`config.mk`:
```
export PLATFORM = sky130hd
export DESIGN_NAME = page_commit_guard
export DESIGN_NICKNAME = d
export VERILOG_FILES = /design/src/rtl/pcg_pkg.sv /design/src/rtl/pcg_row_buf.sv /design/src/rtl/pcg_busy_timer.sv /design/src/rtl/pcg_lock_cell.sv /design/src/rtl/page_commit_guard.sv
export SDC_FILE = /design/constraint.sdc
export NUM_CORES = 1
export LEC_CHECK = 0
export ABC_AREA = 1
export BUFFER_PORTS_ARGS = -buffer_cell sky130_fd_sc_hd__buf_2
export CORE_MARGIN = 2
export CORE_UTILIZATION = 51
export CTS_CLUSTER_DIAMETER = 80
export DETAILED_ROUTE_END_ITERATION = 10
export GPL_TIMING_DRIVEN = 0
export PLACE_DENSITY_LB_ADDON = 0.08
export SLEW_MARGIN = 5
export SYNTH_ARGS = -nofsm -noshare
export SYNTH_HDL_FRONTEND = slang
export SYNTH_HIERARCHICAL = 1
export SYNTH_SLANG_ARGS = --single-unit
```
`constraint.sdc`:
```
create_clock -name clk -period 3.34 [get_ports clk]
set_clock_uncertainty 0.1 [all_clocks]
set_input_delay 0.334 -clock clk [delete_from_list [all_inputs] [get_ports clk]]
set_output_delay 0.334 -clock clk [all_outputs]
set_load 0.005 [all_outputs]
```
`src/rtl/pcg_pkg.sv`:
```
package pcg_pkg;
    typedef enum logic [2:0] {
        ST_IDLE,
        ST_WADDR,
        ST_WDATA,
        ST_PADDR,
        ST_PDATA,
        ST_BUSY
    } pcg_state_e;
endpackage

```
`src/rtl/pcg_row_buf.sv`:
```
module pcg_row_buf #(
    parameter int ROW_BYTES = 16,
    parameter int DATA_W    = 8,
    localparam int OFS_W    = $clog2(ROW_BYTES)
) (
    input  logic              clk,
    input  logic              rst_n,
    input  logic              clr,
    input  logic              wr,
    input  logic [OFS_W-1:0]  wr_idx,
    input  logic [DATA_W-1:0] wr_data,
    input  logic [OFS_W-1:0]  rd_idx,
    output logic [DATA_W-1:0] rd_data,
    output logic              rd_valid,
    output logic              any_valid
);
    logic [ROW_BYTES-1:0] vld_vec;
    logic [DATA_W-1:0]    data_arr [ROW_BYTES];

    for (genvar i = 0; i < ROW_BYTES; i++) begin : g_slot
        logic              v_q;
        logic [DATA_W-1:0] d_q;
        always_ff @(posedge clk or negedge rst_n) begin
            if (!rst_n) begin
                v_q <= 1'b0;
                d_q <= '1;
            end else if (clr) begin
                v_q <= 1'b0;
            end else if (wr && wr_idx == OFS_W'(i)) begin
                v_q <= 1'b1;
                d_q <= wr_data;
            end
        end
        assign vld_vec[i]  = v_q;
        assign data_arr[i] = d_q;
    end

    assign rd_data   = data_arr[rd_idx];
    assign rd_valid  = vld_vec[rd_idx];
    assign any_valid = |vld_vec;
endmodule

```
`src/rtl/pcg_busy_timer.sv`:
```
module pcg_busy_timer #(
    parameter int BUSY_CYCLES = 40,
    localparam int CNT_W      = $clog2(BUSY_CYCLES + 1)
) (
    input  logic             clk,
    input  logic             rst_n,
    input  logic             run,
    output logic [CNT_W-1:0] cnt,
    output logic             done
);
    assign done = run && (cnt == CNT_W'(BUSY_CYCLES - 1));

    always_ff @(posedge clk or negedge rst_n) begin
        if (!rst_n)            cnt <= '0;
        else if (!run || done) cnt <= '0;
        else                   cnt <= cnt + 1'b1;
    end
endmodule

```
`src/rtl/pcg_lock_cell.sv`:
```
module pcg_lock_cell (
    input  logic clk,
    input  logic factory_n,
    input  logic set,
    output logic locked
);
    // Models non-volatile storage: the ordinary reset does not reach it.
    always_ff @(posedge clk or negedge factory_n) begin
        if (!factory_n) locked <= 1'b0;
        else if (set)   locked <= 1'b1;
    end
endmodule

```
`src/rtl/page_commit_guard.sv`:
```
module page_commit_guard
    import pcg_pkg::*;
#(
    parameter int ADDR_W      = 8,
    parameter int DATA_W      = 8,
    parameter int ROW_BYTES   = 16,
    parameter int BUSY_CYCLES = 40   // must be >= ROW_BYTES
) (
    input  logic              clk,
    input  logic              rst_n,
    input  logic              factory_n,
    input  logic              wc,
    input  logic              ev_sel,
    input  logic              sel_prot,
    input  logic              sel_rd,
    input  logic              ev_addr,
    input  logic              ev_data,
    input  logic [DATA_W-1:0] ev_byte,
    input  logic              ev_stop_ok,
    input  logic              ev_abort,
    output logic              ack_valid,
    output logic              ack,
    output logic              busy,
    output logic              mem_we,
    output logic [ADDR_W-1:0] mem_addr,
    output logic [DATA_W-1:0] mem_wdata,
    output logic              locked
);
    localparam int OFS_W = $clog2(ROW_BYTES);
    localparam int ROW_W = ADDR_W - OFS_W;
    localparam int CNT_W = $clog2(BUSY_CYCLES + 1);

    pcg_state_e state_q, state_nx;

    logic [ROW_W-1:0] row_q;
    logic [OFS_W-1:0] ofs_q;
    logic             arm_q;
    logic             ack_v_q, ack_q;

    logic             dec_v, dec_ack;
    logic             buf_wr, buf_clr, ofs_load, ofs_inc, arm_set, lock_set;
    logic             any_valid, rd_valid;
    logic [DATA_W-1:0] rd_data;
    logic [CNT_W-1:0] cnt;
    logic             t_done, run;
    logic             low_half, data_ok;

    assign run      = (state_q == ST_BUSY);
    assign low_half = ~row_q[ROW_W-1];
    assign data_ok  = !wc && !(locked && low_half);

    pcg_row_buf #(.ROW_BYTES(ROW_BYTES), .DATA_W(DATA_W)) u_buf (
        .clk(clk), .rst_n(rst_n), .clr(buf_clr), .wr(buf_wr),
        .wr_idx(ofs_q), .wr_data(ev_byte), .rd_idx(cnt[OFS_W-1:0]),
        .rd_data(rd_data), .rd_valid(rd_valid), .any_valid(any_valid)
    );

    pcg_busy_timer #(.BUSY_CYCLES(BUSY_CYCLES)) u_timer (
        .clk(clk), .rst_n(rst_n), .run(run), .cnt(cnt), .done(t_done)
    );

    pcg_lock_cell u_lock (
        .clk(clk), .factory_n(factory_n), .set(lock_set), .locked(locked)
    );

    // State register
    always_ff @(posedge clk or negedge rst_n) begin
        if (!rst_n) state_q <= ST_IDLE;
        else        state_q <= state_nx;
    end

    // Next state
    always_comb begin
        state_nx = state_q;
        unique case (state_q)
            ST_BUSY: if (t_done) state_nx = ST_IDLE;
            ST_IDLE, ST_WADDR, ST_WDATA, ST_PADDR, ST_PDATA: begin
                if (ev_sel) begin
                    if (sel_rd)        state_nx = ST_IDLE;
                    else if (!sel_prot) state_nx = ST_WADDR;
                    else if (!locked)  state_nx = ST_PADDR;
                    else               state_nx = ST_IDLE;
                end else if (ev_addr) begin
                    if (state_q == ST_WADDR)      state_nx = ST_WDATA;
                    else if (state_q == ST_PADDR) state_nx = ST_PDATA;
                end else if (ev_stop_ok) begin
                    if ((state_q == ST_WDATA && any_valid) ||
                        (state_q == ST_PDATA && arm_q))
                        state_nx = ST_BUSY;
                    else
                        state_nx = ST_IDLE;
                end else if (ev_abort) begin
                    state_nx = ST_IDLE;
                end
            end
            default: state_nx = ST_IDLE;
        endcase
    end

    // Outputs and datapath controls
    always_comb begin
        dec_v    = ev_sel || ev_addr || ev_data;
        dec_ack  = 1'b0;
        buf_wr   = 1'b0;
        buf_clr  = 1'b0;
        ofs_load = 1'b0;
        ofs_inc  = 1'b0;
        arm_set  = 1'b0;
        lock_set = 1'b0;
        unique case (state_q)
            ST_BUSY: begin
                if (t_done) begin
                    buf_clr  = 1'b1;
                    lock_set = arm_q;
                end
            end
            ST_IDLE, ST_WADDR, ST_WDATA, ST_PADDR, ST_PDATA: begin
                if (ev_sel) begin
                    dec_ack = !(sel_prot && locked);
                    buf_clr = 1'b1;
                end else if (ev_addr) begin
                    if (state_q == ST_WADDR || state_q == ST_PADDR) begin
                        dec_ack  = 1'b1;
                        ofs_load = 1'b1;
                    end
                end else if (ev_data) begin
                    if (state_q == ST_WDATA) begin
                        dec_ack = data_ok;
                        buf_wr  = data_ok;
                        ofs_inc = 1'b1;
                    end else if (state_q == ST_PDATA) begin
                        dec_ack = !wc;
                        arm_set = !wc;
                    end
                end else if (ev_stop_ok) begin
                    if (!((state_q == ST_WDATA && any_valid) ||
                          (state_q == ST_PDATA && arm_q)))
                        buf_clr = 1'b1;
                end else if (ev_abort) begin
                    buf_clr = 1'b1;
                end
            end
            default: buf_clr = 1'b1;
        endcase
    end

    always_ff @(posedge clk or negedge rst_n) begin
        if (!rst_n) begin
            row_q   <= '0;
            ofs_q   <= '0;
            arm_q   <= 1'b0;
            ack_v_q <= 1'b0;
            ack_q   <= 1'b0;
        end else begin
            ack_v_q <= dec_v;
            ack_q   <= dec_v && dec_ack;
            if (ofs_load) begin
                row_q <= ev_byte[ADDR_W-1:OFS_W];
                ofs_q <= ev_byte[OFS_W-1:0];
            end else if (ofs_inc) begin
                ofs_q <= ofs_q + 1'b1;
            end
            if (buf_clr)      arm_q <= 1'b0;
            else if (arm_set) arm_q <= 1'b1;
        end
    end

    assign ack_valid = ack_v_q;
    assign ack       = ack_q;
    assign busy      = run;
    assign mem_we    = run && (cnt < CNT_W'(ROW_BYTES)) && rd_valid;
    assign mem_addr  = {row_q, cnt[OFS_W-1:0]};
    assign mem_wdata = rd_data;
endmodule

```
==> results of run 1 <==
==> worst paths after layout <==
check,startpoint,end,slack [ns],cells past startpoint
max in group asynchronous,rst_n,u_buf/g_slot[0].d_q[2],1.93,3
min reg2reg,u_buf/g_slot[9].d_q[6],u_buf/g_slot[9].d_q[6],0.37,2
max reg2reg,u_buf/g_slot[7].v_q,u_buf/g_slot[15].d_q[6],0.24,15
min in group asynchronous,factory_n,u_lock/locked,0.10,2
min,ev_byte[6],row_q[2],0.04,2
max,u_timer/cnt[0],mem_wdata[3],0.17,9
==> per-stage QoR <==
step                      total power [mW]  TNS [ns]  hold slack, ns
after floorplan                       2.59         0         -0.0616
final                                 4.83         0          0.0369
after global placement                2.79    -24.62         0.00909
after CTS                             4.87         0          0.0289
after global routing                  5.04         0          0.0346
after detailed placement              2.81         0          0.0103
==> registers in the layout, indices dropped and copies added (netlist names) <==
register,cells
u_buf/g_slot.d_q,128
u_buf/g_slot.v_q,16
u_timer/cnt,6
ofs_q,4
row_q,4
state_q,3
ack,1
ack_valid,1
arm_q,1
u_lock/locked,1
==> timing repair <==
action                                 in CTS  in global routing
endpoints found under the hold margin      20                  0
hold buffers                                2                  0
resized for setup                           0                 13
setup endpoints to repair                   0                 39
==> cell type report <==
class / instances / area [sq um]
Inverter: 159 / 597
Timing Repair Buffer: 42 / 253
Clock inverter: 14 / 163
Tap cell: 220 / 275
Sequential cell: 165 / 4290
Clock buffer: 18 / 450
Fill cell: 1558 / 6800
Multi-Input combinational cell: 705 / 3360
Buffer: 53 / 273
==> Yosys cell counts (5+ instances only) <==
library cell and count:
dfstp_2 128, inv_2 6, buf_1 8, nand2_2 7
nand3_1 125, o21ai_0 106, o21ai_2 17, o21ai_1 31
nor2_1 22, nand2_1 345, clkbuf_1 32, inv_1 149
dfrtp_1 37, buf_2 5, buf_6 8
==> critical path, cell delays in order (launching register included) <==
cell      delay [ns]
dfrtp_1         0.43
buf_2           0.25
inv_2           0.18
clkbuf_1        0.62
nand2_1         0.10
nand3_1         0.12
nand3_1         0.16
nand3_1         0.21
nand2_1         0.08
buf_2           0.13
==> layer usage <==
metal / vias up / global-route usage / part of all wire
met5: - / 0 / 0
met3: 52 / 0.0529 / 0.070
met4: 0 / 0.109 / 0.029
li1: 3542 / - / -
met2: 259 / 0.462 / 0.46
met1: 3549 / 0.408 / 0.44
==> power by group <==
part	internal [mW]	total (mW)	leakage [nW]	switching, mW
clock	1.16	2.05	0.289	0.888
combinational	0.198	0.583	2.02	0.385
sequential	2.11	2.20	1.81	0.0875
==> logic make-up (layout without fill, tap and decap cells) <==
kind of cell / Yosys count / count (layout) / synth area share
flip-flops: 165 / 165 / 0.504
AND/OR/NAND/NOR: 531 / 531 / 0.275
buffers and inverters: 212 / 286 / 0.101
AO/OA/AOI/OAI: 166 / 166 / 0.109
multiplexers: 4 / 4 / 0.00618
adder cells (fa/ha/maj): 2 / 2 / 0.00294
XOR/XNOR: 2 / 2 / 0.00206
==> summary.txt, run 1 <==
Die
  – DIE WIDTH: 133 microns
  – Die Area: 17700 sq um
  – Die H: 133 microns
  – Core area: 16500 sq um
  – # IOs: 40
  – Starting Density: 0.517
  – Row count: 47

Placed design
  – Placed Instances: 1342
  – Gpl congestion: 0.894
  – # port buffers: 39
  – Dpl cell area: 9020 sq um
  – Setup slack after placement: 0.145 ns
  – Hpwl dp: 16900 microns

Global route
  – Number of global-route vias before repair: 7038
  – GRT Util Overall: 0.293
  – First-pass GRT wire length: 39000 microns
  – Largest net degree at the start of global routing: 98
  – Gr ovfl total: 0
  – Initial antenna violation count: 0

Timing
  – Final period util: 0.950
  – Final Hold Vio Count: 0
  – Max Freq: 315 MHz
  – Max-slew violations: 0
  – Relative slew slack: 0.435
  – Worst setup margin: 0.168 ns
  – Slew @ Worst Pin: 0.841 ns
  – RSZ-0062 raised after global routing: no
  – Period minus WS final: 3.17 ns
  – Endpoints failing setup: 0

Power
  – PwrDens: 500 nW/um^2
  – LEAKAGE: 4.12 nW
  – Worst vdd ir: 0.363 mV

Routing
  – Post-DRT Antenna Nets: 0
  – Routed WL per cell: 18.0 microns
  – Total number of vias: 7402
  – Initial DRT Pass Iterations: 5
  – Drt drc: 0
  – Post-Route WL: 24700 microns
  – Initial DRC Count: 748
  – Via density: 5.38

Clock network
  – Clock sinks: 165
  – Maximum buffer depth of the clock tree: 2
  – Reg clk slew, reported paths: 0.07 ns
  – TritonCTS clock tree: built
  – Worst-Skew Late Latency: 0.44 ns
  – CTS Buf Count: 17
  – Postcts setup bufs: 0
  – Htree depth: 4
  – Clock root cell: clkbuf_16

Worst setup path
  – Worst-path fanout max: 10
  – CP endpoint kind: primary output
  – Worst EP arrival: 2.74 ns
  – CP Class: register to primary output
  – Worst Setup Start Kind: register
  – CP required: 2.91 ns

Synth
  – Sequential area share after synthesis: 0.504
  – Area leader, netlist: dfstp_2
  – Syn_nets: 1103
  – Ys async rst share: 1.00
  – Netlist cell types: 40
  – Post-synthesis cell area: 8510 sq um
  – Post-Syn Instances: 1082
  – Share of the synthesized area in the top cell type: 0.395
  – #FFs+latches synth: 165
  – Top post-synthesis cells by area: dfstp_2, nand2_1, dfrtp_1, nand3_1, inv_1
  – Top_reg_cell synth: dfstp_2
  – EDFF count, synth: 0
  – Syn Area/Cell: 7.86 sq um
  – Yosys synthesis warning count: 6

Final layout
  – Area delta synth->final: 13.5%
  – Commonest non-fill, non-tap cell in the layout: nand2_1
  – Ant diodes: 0
  – Final instance area: 9660 sq um
  – Final nets: 1164
  – Final Non-Filler Cells: 1376
  – Commonest cells after routing, fill and taps aside: nand2_1, inv_1, dfstp_2
  – Final Util: 0.587
  – Layout cell share with drive strength beyond 1: 0.240

Job
  – Max-cap violations: 0

Min path
  – Worst hold path type: primary input to register

Outcome
  – Status: finished, final reports clean
Note: power is estimated with default switching activity, not from simulation.
==> run 2, diff against run 1 <==
- BUFFER_PORTS_ARGS: -buffer_cell sky130_fd_sc_hd__buf_2 -> -buffer_cell sky130_fd_sc_hd__buf_4
==> summary.txt, run 2 (synthesized netlist as in run 1, its figures left out) <==
Outcome
  – Status: finished, final reports clean

Clock network
  – Reg clk slew, reported paths: 0.07 ns (about the same)
  – Worst-Skew Late Latency: 0.43 ns (about the same)
  – Postcts setup bufs: 0 (unchanged)
  – Maximum buffer depth of the clock tree: 2 (unchanged)
  – TritonCTS clock tree: built
  – Htree depth: 4 (unchanged)
  – CTS Buf Count: 17 (unchanged)
  – Clock sinks: 165 (unchanged)
  – Clock root cell: clkbuf_16

Global route
  – Largest net degree at the start of global routing: 92 (-6.1%)
  – GRT Util Overall: 0.299 (+0.00596)
  – Gr ovfl total: 0 (unchanged)
  – Number of global-route vias before repair: 7215 (+2.5%)
  – First-pass GRT wire length: 39900 microns (+2.2%)
  – Initial antenna violation count: 0 (unchanged)

Routing
  – Post-Route WL: 24900 microns (+0.59%)
  – Initial DRT Pass Iterations: 5 (unchanged)
  – Post-DRT Antenna Nets: 0 (unchanged)
  – Drt drc: 0 (unchanged)
  – Via density: 5.34 (-0.70%)
  – Initial DRC Count: 749 (+0.13%)
  – Routed WL per cell: 18.1 microns (+0.59%)
  – Total number of vias: 7350 (-0.70%)

Worst setup path
  – RR Endpoint: u_buf/g_slot[1].v_q
  – Reg2reg path depth: 13 (-2)
  – Worst EP arrival: 2.78 ns (+0.04 ns)
  – Worst-path fanout max: 10 (unchanged)
  – CP required: 2.91 ns (about the same)
  – CP Class: register to primary output
  – Worst Setup Start Kind: register
  – CP endpoint kind: primary output
  – RR Startpoint: u_buf/g_slot[6].v_q
  – Reg2reg setup slack: 0.17 ns (-0.07 ns)

Final layout
  – Final instance area: 9790 sq um (+1.3%)
  – Ant diodes: 0 (unchanged)
  – Area of the multi-input gates: 3360 sq um (unchanged)
  – Layout cell share with drive strength beyond 1: 0.240 (unchanged)
  – Top reg by flops: u_buf/g_slot.d_q
  – Storage cell area: 4290 sq um (unchanged)
  – Commonest cells after routing, fill and taps aside: nand2_1, inv_1, dfstp_2
  – Final nets: 1164 (unchanged)
  – Largest register FFs: 128 (unchanged)
  – Largest registers: u_buf/g_slot.d_q (128), u_buf/g_slot.v_q (16), u_timer/cnt (6)
  – # fillers: 1527 (-2.0%)
  – Area delta synth->final: 15.0%
  – Commonest non-fill, non-tap cell in the layout: nand2_1

Timing
  – Final Hold Vio Count: 0 (unchanged)
  – WHS: 0.0428 ns (+0.00599 ns)
  – Worst setup margin: 0.122 ns (-0.0462 ns)
  – Final period util: 0.963 (+0.0138)
  – Slew @ Worst Pin: 0.864 ns (+0.0229 ns)
  – Max Freq: 311 MHz (-1.4%)
  – Relative slew slack: 0.419 (-0.0154)
  – Final TNS setup: 0 ns (unchanged)
  – Period minus WS final: 3.22 ns (+0.0462 ns)
  – Max-slew violations: 0 (unchanged)
  – Endpoints failing setup: 0 (unchanged)
  – RSZ-0062 raised after global routing: no

Die
  – # IOs: 40 (unchanged)
  – Die H: 133 microns (unchanged)
  – DIE WIDTH: 133 microns (unchanged)
  – Core area: 16500 sq um (unchanged)
  – Die Area: 17700 sq um (unchanged)
  – Row count: 47 (unchanged)
  – Starting Density: 0.517 (unchanged)

Power
  – PwrDens: 505 nW/um^2 (+0.95%)
  – Worst vdd ir: 0.356 mV (-2.0%)
  – LEAKAGE: 4.16 nW (+0.93%)

Min path
  – Hold Crit Depth: 2 (unchanged)
  – Worst hold path type: primary input to register
  – HP Start: ev_byte[6]
  – Worst Hold End: row_q[2]

Placed design
  – Setup slack after placement: 0.167 ns (+0.0222 ns)
  – # port buffers: 39 (unchanged)
  – Hpwl dp: 17000 microns (+0.11%)
  – Gpl congestion: 0.872 (-2.4%)
  – Dpl cell area: 9110 sq um (+1.1%)

Job
  – Max-cap violations: 0 (unchanged)
==> run 2: cell types whose count changed in the layout (fill, tap and decap cells not counted), sizes merged <==
cell | before | now
bufinv | 2 | 4
buf | 61 | 60
clkbuf | 50 | 51
inv | 161 | 158
clkinv | 6 | 9
clkinvlp | 4 | 2
==> run 2: layout make-up <==
type / instances / area share
Sequential cell: 165 / 0.438
Multi-Input combinational cell: 705 / 0.344
Inverter: 159 / 0.0610
Clock buffer: 18 / 0.0449
Timing Repair Buffer: 42 / 0.0355
Buffer: 53 / 0.0281
Tap cell: 220 / 0.0281
Clock inverter: 14 / 0.0205
==> run 2: timing repair <==
item	CTS	global route
hold endpoints to repair	17	0
hold buffers	2	0
setup endpoints to repair	0	60
gates resized for setup	0	14
==> run 2: metrics by stage <==
stage / total power [mW] / std cells / utilization
3_3_place_gp: 2.81 / 1341 / 0.551
5_1_grt: 5.14 / 1376 / 0.594
2_1_floorplan: 2.59 / 1082 / -
4_1_cts: 4.98 / 1376 / 0.593
3_5_place_dp: 2.83 / 1342 / 0.553
6_report: 4.94 / 1376 / 0.594
==> run 2: worst max-delay path by stage <==
stage	startpoint	to	slack, ns	cells past startpoint
floorplan	state_q[0]	u_buf/g_slot[15].v_q	0.84	13
global placement	state_q[0]	u_buf/g_slot[1].v_q	0.19	12
detailed placement	state_q[0]	u_buf/g_slot[1].v_q	0.17	12
CTS	u_timer/cnt[1]	mem_we	0.02	10
global route	state_q[0]	u_buf/g_slot[1].v_q	0.002	12
finish	u_timer/cnt[0]	mem_wdata[0]	0.12	9
==> run 2: critical path: stages, from the launching register on <==
cell	delay, ns
dfrtp_1	0.45
clkbuf_4	0.24
inv_2	0.16
clkbuf_1	0.62
nand2_1	0.11
nand3_1	0.13
nand3_1	0.18
nand3_1	0.22
nand2_1	0.09
buf_4	0.14
==> run 2: per-layer routing <==
layer	routed length [microns]	vias up	global-route usage
met4	768	0	0.108
met5	0	-	0
met1	10900	3486	0.409
li1	-	3537	-
met2	11300	277	0.470
met3	1920	50	0.0693
==> run 2: power by group <==
part,switching (mW),leakage [nW],internal [mW]
clock network,0.850,0.309,1.28
registers,0.0912,1.81,2.11
logic,0.390,2.04,0.218
==> run 3, diff against run 2 <==
- SYNTH_HIERARCHICAL: 1 -> default
==> summary.txt, run 3 <==
Worst setup path
  – Worst EP arrival: 2.75 ns (-0.03 ns)
  – CP required: 2.91 ns (about the same)
  – RR Startpoint: u_timer.cnt[2]
  – CP endpoint kind: primary output
  – Reg2reg setup slack: 1.01 ns (+0.84 ns)
  – Worst Setup Start Kind: register
  – CP Cell Sequence: buf_2 > buf_1 > nor2_1 > o32ai_1 > nand2_1 > nand4_1 > buf_4
  – Worst-path fanout max: 10 (unchanged)
  – RR Endpoint: u_buf.g_slot[6].v_q
  – Crit-path max cell delay: 0.57 ns (-0.05 ns)
  – Crit path buf inv count: 3 (-1)
  – Stages on worst setup path: 7 (-2)
  – CP Class: register to primary output
  – Reg2reg path depth: 9 (-4)
  – Family with the most delay on the worst path: buffers and inverters
  – Slowest cell on the critical path: buf_1

Routing
  – Drt drc: 0 (unchanged)
  – Routed WL per cell: 19.7 microns (+8.8%)
  – Initial DRT Pass Iterations: 5 (unchanged)
  – Post-DRT Antenna Nets: 0 (unchanged)
  – Total number of vias: 6777 (-7.8%)
  – Via density: 5.61 (+5.1%)
  – Post-Route WL: 23800 microns (-4.6%)
  – Initial DRC Count: 654 (-13%)

Timing
  – Slew @ Worst Pin: 1.01 ns (+0.143 ns)
  – WHS: 0.0540 ns (+0.0111 ns)
  – Relative slew slack: 0.328 (-0.0911)
  – Max Freq: 315 MHz (+1.2%)
  – Max-slew violations: 0 (unchanged)
  – RSZ-0062 raised after global routing: no
  – Final period util: 0.952 (-0.0116)
  – Final Hold Vio Count: 0 (unchanged)
  – Final TNS setup: 0 ns (unchanged)
  – Endpoints failing setup: 0 (unchanged)
  – Period minus WS final: 3.18 ns (-0.0388 ns)

Synth
  – Ys async rst share: 1.00 (unchanged)
  – Most frequent cell after synthesis: nand2_1
  – Syn Area/Cell: 9.03 sq um (+15%)
  – Syn_nets: 941 (-15%)
  – Yosys synthesis warning count: 0 (-6)
  – EDFF count, synth: 0 (unchanged)
  – #FFs+latches synth: 165 (unchanged)
  – Sequential area share after synthesis: 0.518 (+0.0142)
  – Synth top cells by count: nand2_1, nor2_1, dfstp_2, o21ai_1, o21ai_2
  – Netlist cell types: 40 (unchanged)
  – Top post-synthesis cells by area: dfstp_2, dfrtp_1, nand2_1, nor2_1, o21ai_2
  – Top_reg_cell synth: dfstp_2
  – Post-Syn Instances: 917 (-15%)
  – Post-synthesis cell area: 8280 sq um (-2.7%)
  – Area leader, netlist: dfstp_2
  – Share of the synthesized area in the top cell type: 0.406 (+0.0111)

Clock network
  – Postcts setup bufs: 0 (unchanged)
  – Maximum buffer depth of the clock tree: 2 (unchanged)
  – TritonCTS clock tree: built
  – Htree depth: 4 (unchanged)
  – CTS resizes: 0 (unchanged)
  – Clock sinks: 165 (unchanged)
  – CTS Buf Count: 17 (unchanged)
  – Clock root cell: clkbuf_16
  – Worst-Skew Late Latency: 0.43 ns (about the same)
  – Reg clk slew, reported paths: 0.06 ns (about the same)

Final layout
  – Area delta synth->final: 14.7%
  – Largest register FFs: 128 (unchanged)
  – Final Util: 0.598 (+0.00337)
  – Commonest cells after routing, fill and taps aside: nand2_1, nor2_1, dfstp_2
  – Ant diodes: 0 (unchanged)
  – # fillers: 1468 (-3.9%)
  – Largest registers: u_buf.g_slot.d_q (128), u_buf.g_slot.v_q (16), u_timer.cnt (6)
  – Layout cell share with drive strength beyond 1: 0.309 (+0.0692)
  – Final Non-Filler Cells: 1207 (-12%)
  – Commonest non-fill, non-tap cell in the layout: nand2_1
  – Area of the multi-input gates: 3480 sq um (+3.4%)
  – Top reg by flops: u_buf.g_slot.d_q
  – Final nets: 1002 (-14%)
  – Storage cell area: 4290 sq um (unchanged)

Power
  – PwrDens: 527 nW/um^2 (+4.3%)
  – LEAKAGE: 4.11 nW (-1.1%)
  – Pint: 3.60 mW (-0.18%)
  – Comb pwr share: 0.142 (+0.019)
  – Worst vdd ir: 0.366 mV (+2.7%)
  – Net Sw Frac: 0.280 (+0.0101)
  – Clock Power Share: 0.405 (-0.026)
  – NetSw: 1.40 mW (+5.0%)
  – Register share of total power: 0.453 (+0.008)

Min path
  – Hold Crit Depth: 3 (+1)
  – Worst Hold End: ack_valid
  – HP Start: ev_data
  – Worst hold path type: primary input to register

Die
  – DIE WIDTH: 131 microns (-1.3%)
  – # IOs: 40 (unchanged)
  – Die Area: 17300 sq um (-2.7%)
  – Die H: 131 microns (-1.3%)
  – Starting Density: 0.521 (+0.00424)
  – Row count: 46 (-2.1%)
  – Core area: 15900 sq um (-3.5%)

Global route
  – Number of global-route vias before repair: 6616 (-8.3%)
  – GRT Util Overall: 0.288 (-0.0108)
  – Gr ovfl total: 0 (unchanged)
  – Largest net degree at the start of global routing: 95 (+3.3%)
  – Initial antenna violation count: 0 (unchanged)
  – First-pass GRT wire length: 37900 microns (-5.0%)

Placed design
  – Placed Instances: 1173 (-13%)
  – # port buffers: 39 (unchanged)
  – Hpwl dp: 16500 microns (-2.7%)
  – Gpl congestion: 0.908 (+4.1%)

Outcome
  – Status: finished, final reports clean

Job
  – Max-cap violations: 0 (unchanged)
run 3: cell count changes after synthesis, sizes merged, moves of 5 or more:
cell	change
nand2	-129
nor2	+116
inv	-112
nand3	-99
o32ai	+34
o21ai	+23
nand4	+7
nor3	-6
buf	+5
run 3: routing by layer:
metal	routed length, microns	vias up	share of wire	global-route usage
met1	10700	3263	0.45	0.406
met5	0	-	0	0
met3	1710	52	0.072	0.0660
met2	10500	257	0.44	0.432
li1	-	3205	-	-
met4	823	0	0.035	0.115
run 3: tightest hold or removal path, delay by kind of cell:
family,cells,cell delay [ns]
simple gates,1,0.06
buf+inv,2,0.16
run 3: repair_timing:
| action | in CTS | in global routing |
|---|---|---|
| setup endpoints to repair | 0 | 0 |
| hold endpoints to repair | 29 | 0 |
| hold buffers | 2 | 0 |
run 3: through the flow:
step / total power, mW / setup WS, ns / cell area, sq um
6_report: 5.00 / 0.161 / 9490
5_1_grt: 5.20 / 0.120 / 9490
4_1_cts: 5.02 / 0.243 / 9490
3_5_place_dp: 3.00 / 0.727 / 8870
3_3_place_gp: 2.99 / 0.656 / 8840
2_1_floorplan: 2.74 / 1.45 / 8280
run 3: layout make-up:
cell class | instances | area share
well taps | 216 | 0.0285
plain buffers | 55 | 0.0365
inverters | 44 | 0.0174
repair buffers | 42 | 0.0366
clock buffers | 21 | 0.0474
clock inverters | 11 | 0.0157
multi-input cells | 653 | 0.366
flip-flops and latches | 165 | 0.452
run 3: logic make-up after synthesis:
logic type,share of synthesized area
buf+inv,0.0618
xor+xnor,0.00212
compound gates,0.178
flops,0.518
mux,0.00242
fa+ha+maj,0.00756
simple gates,0.230
run 3: how the worst max path moves through the flow:
| stage | startpoint | endpoint | slack (ns) |
|---|---|---|---|
| 2_1_floorplan | u_timer.cnt[0] | mem_we | 1.45 |
| 3_3_place_gp | u_timer.cnt[0] | mem_wdata[6] | 0.66 |
| 3_5_place_dp | u_timer.cnt[0] | mem_wdata[6] | 0.73 |
| 4_1_cts | u_timer.cnt[0] | mem_wdata[6] | 0.24 |
| 5_1_grt | u_timer.cnt[0] | mem_wdata[1] | 0.12 |
| 6_report | u_timer.cnt[0] | mem_wdata[6] | 0.16 |
run 3: power groups by stage:
stage	clock network (mW)	registers [mW]	logic, mW
after detailed placement	0	2.29	0.711
after global routing	2.13	2.28	0.796
after CTS	2.05	2.26	0.716
after global placement	0	2.29	0.699
after floorplan	0	2.27	0.469
final	2.03	2.26	0.713
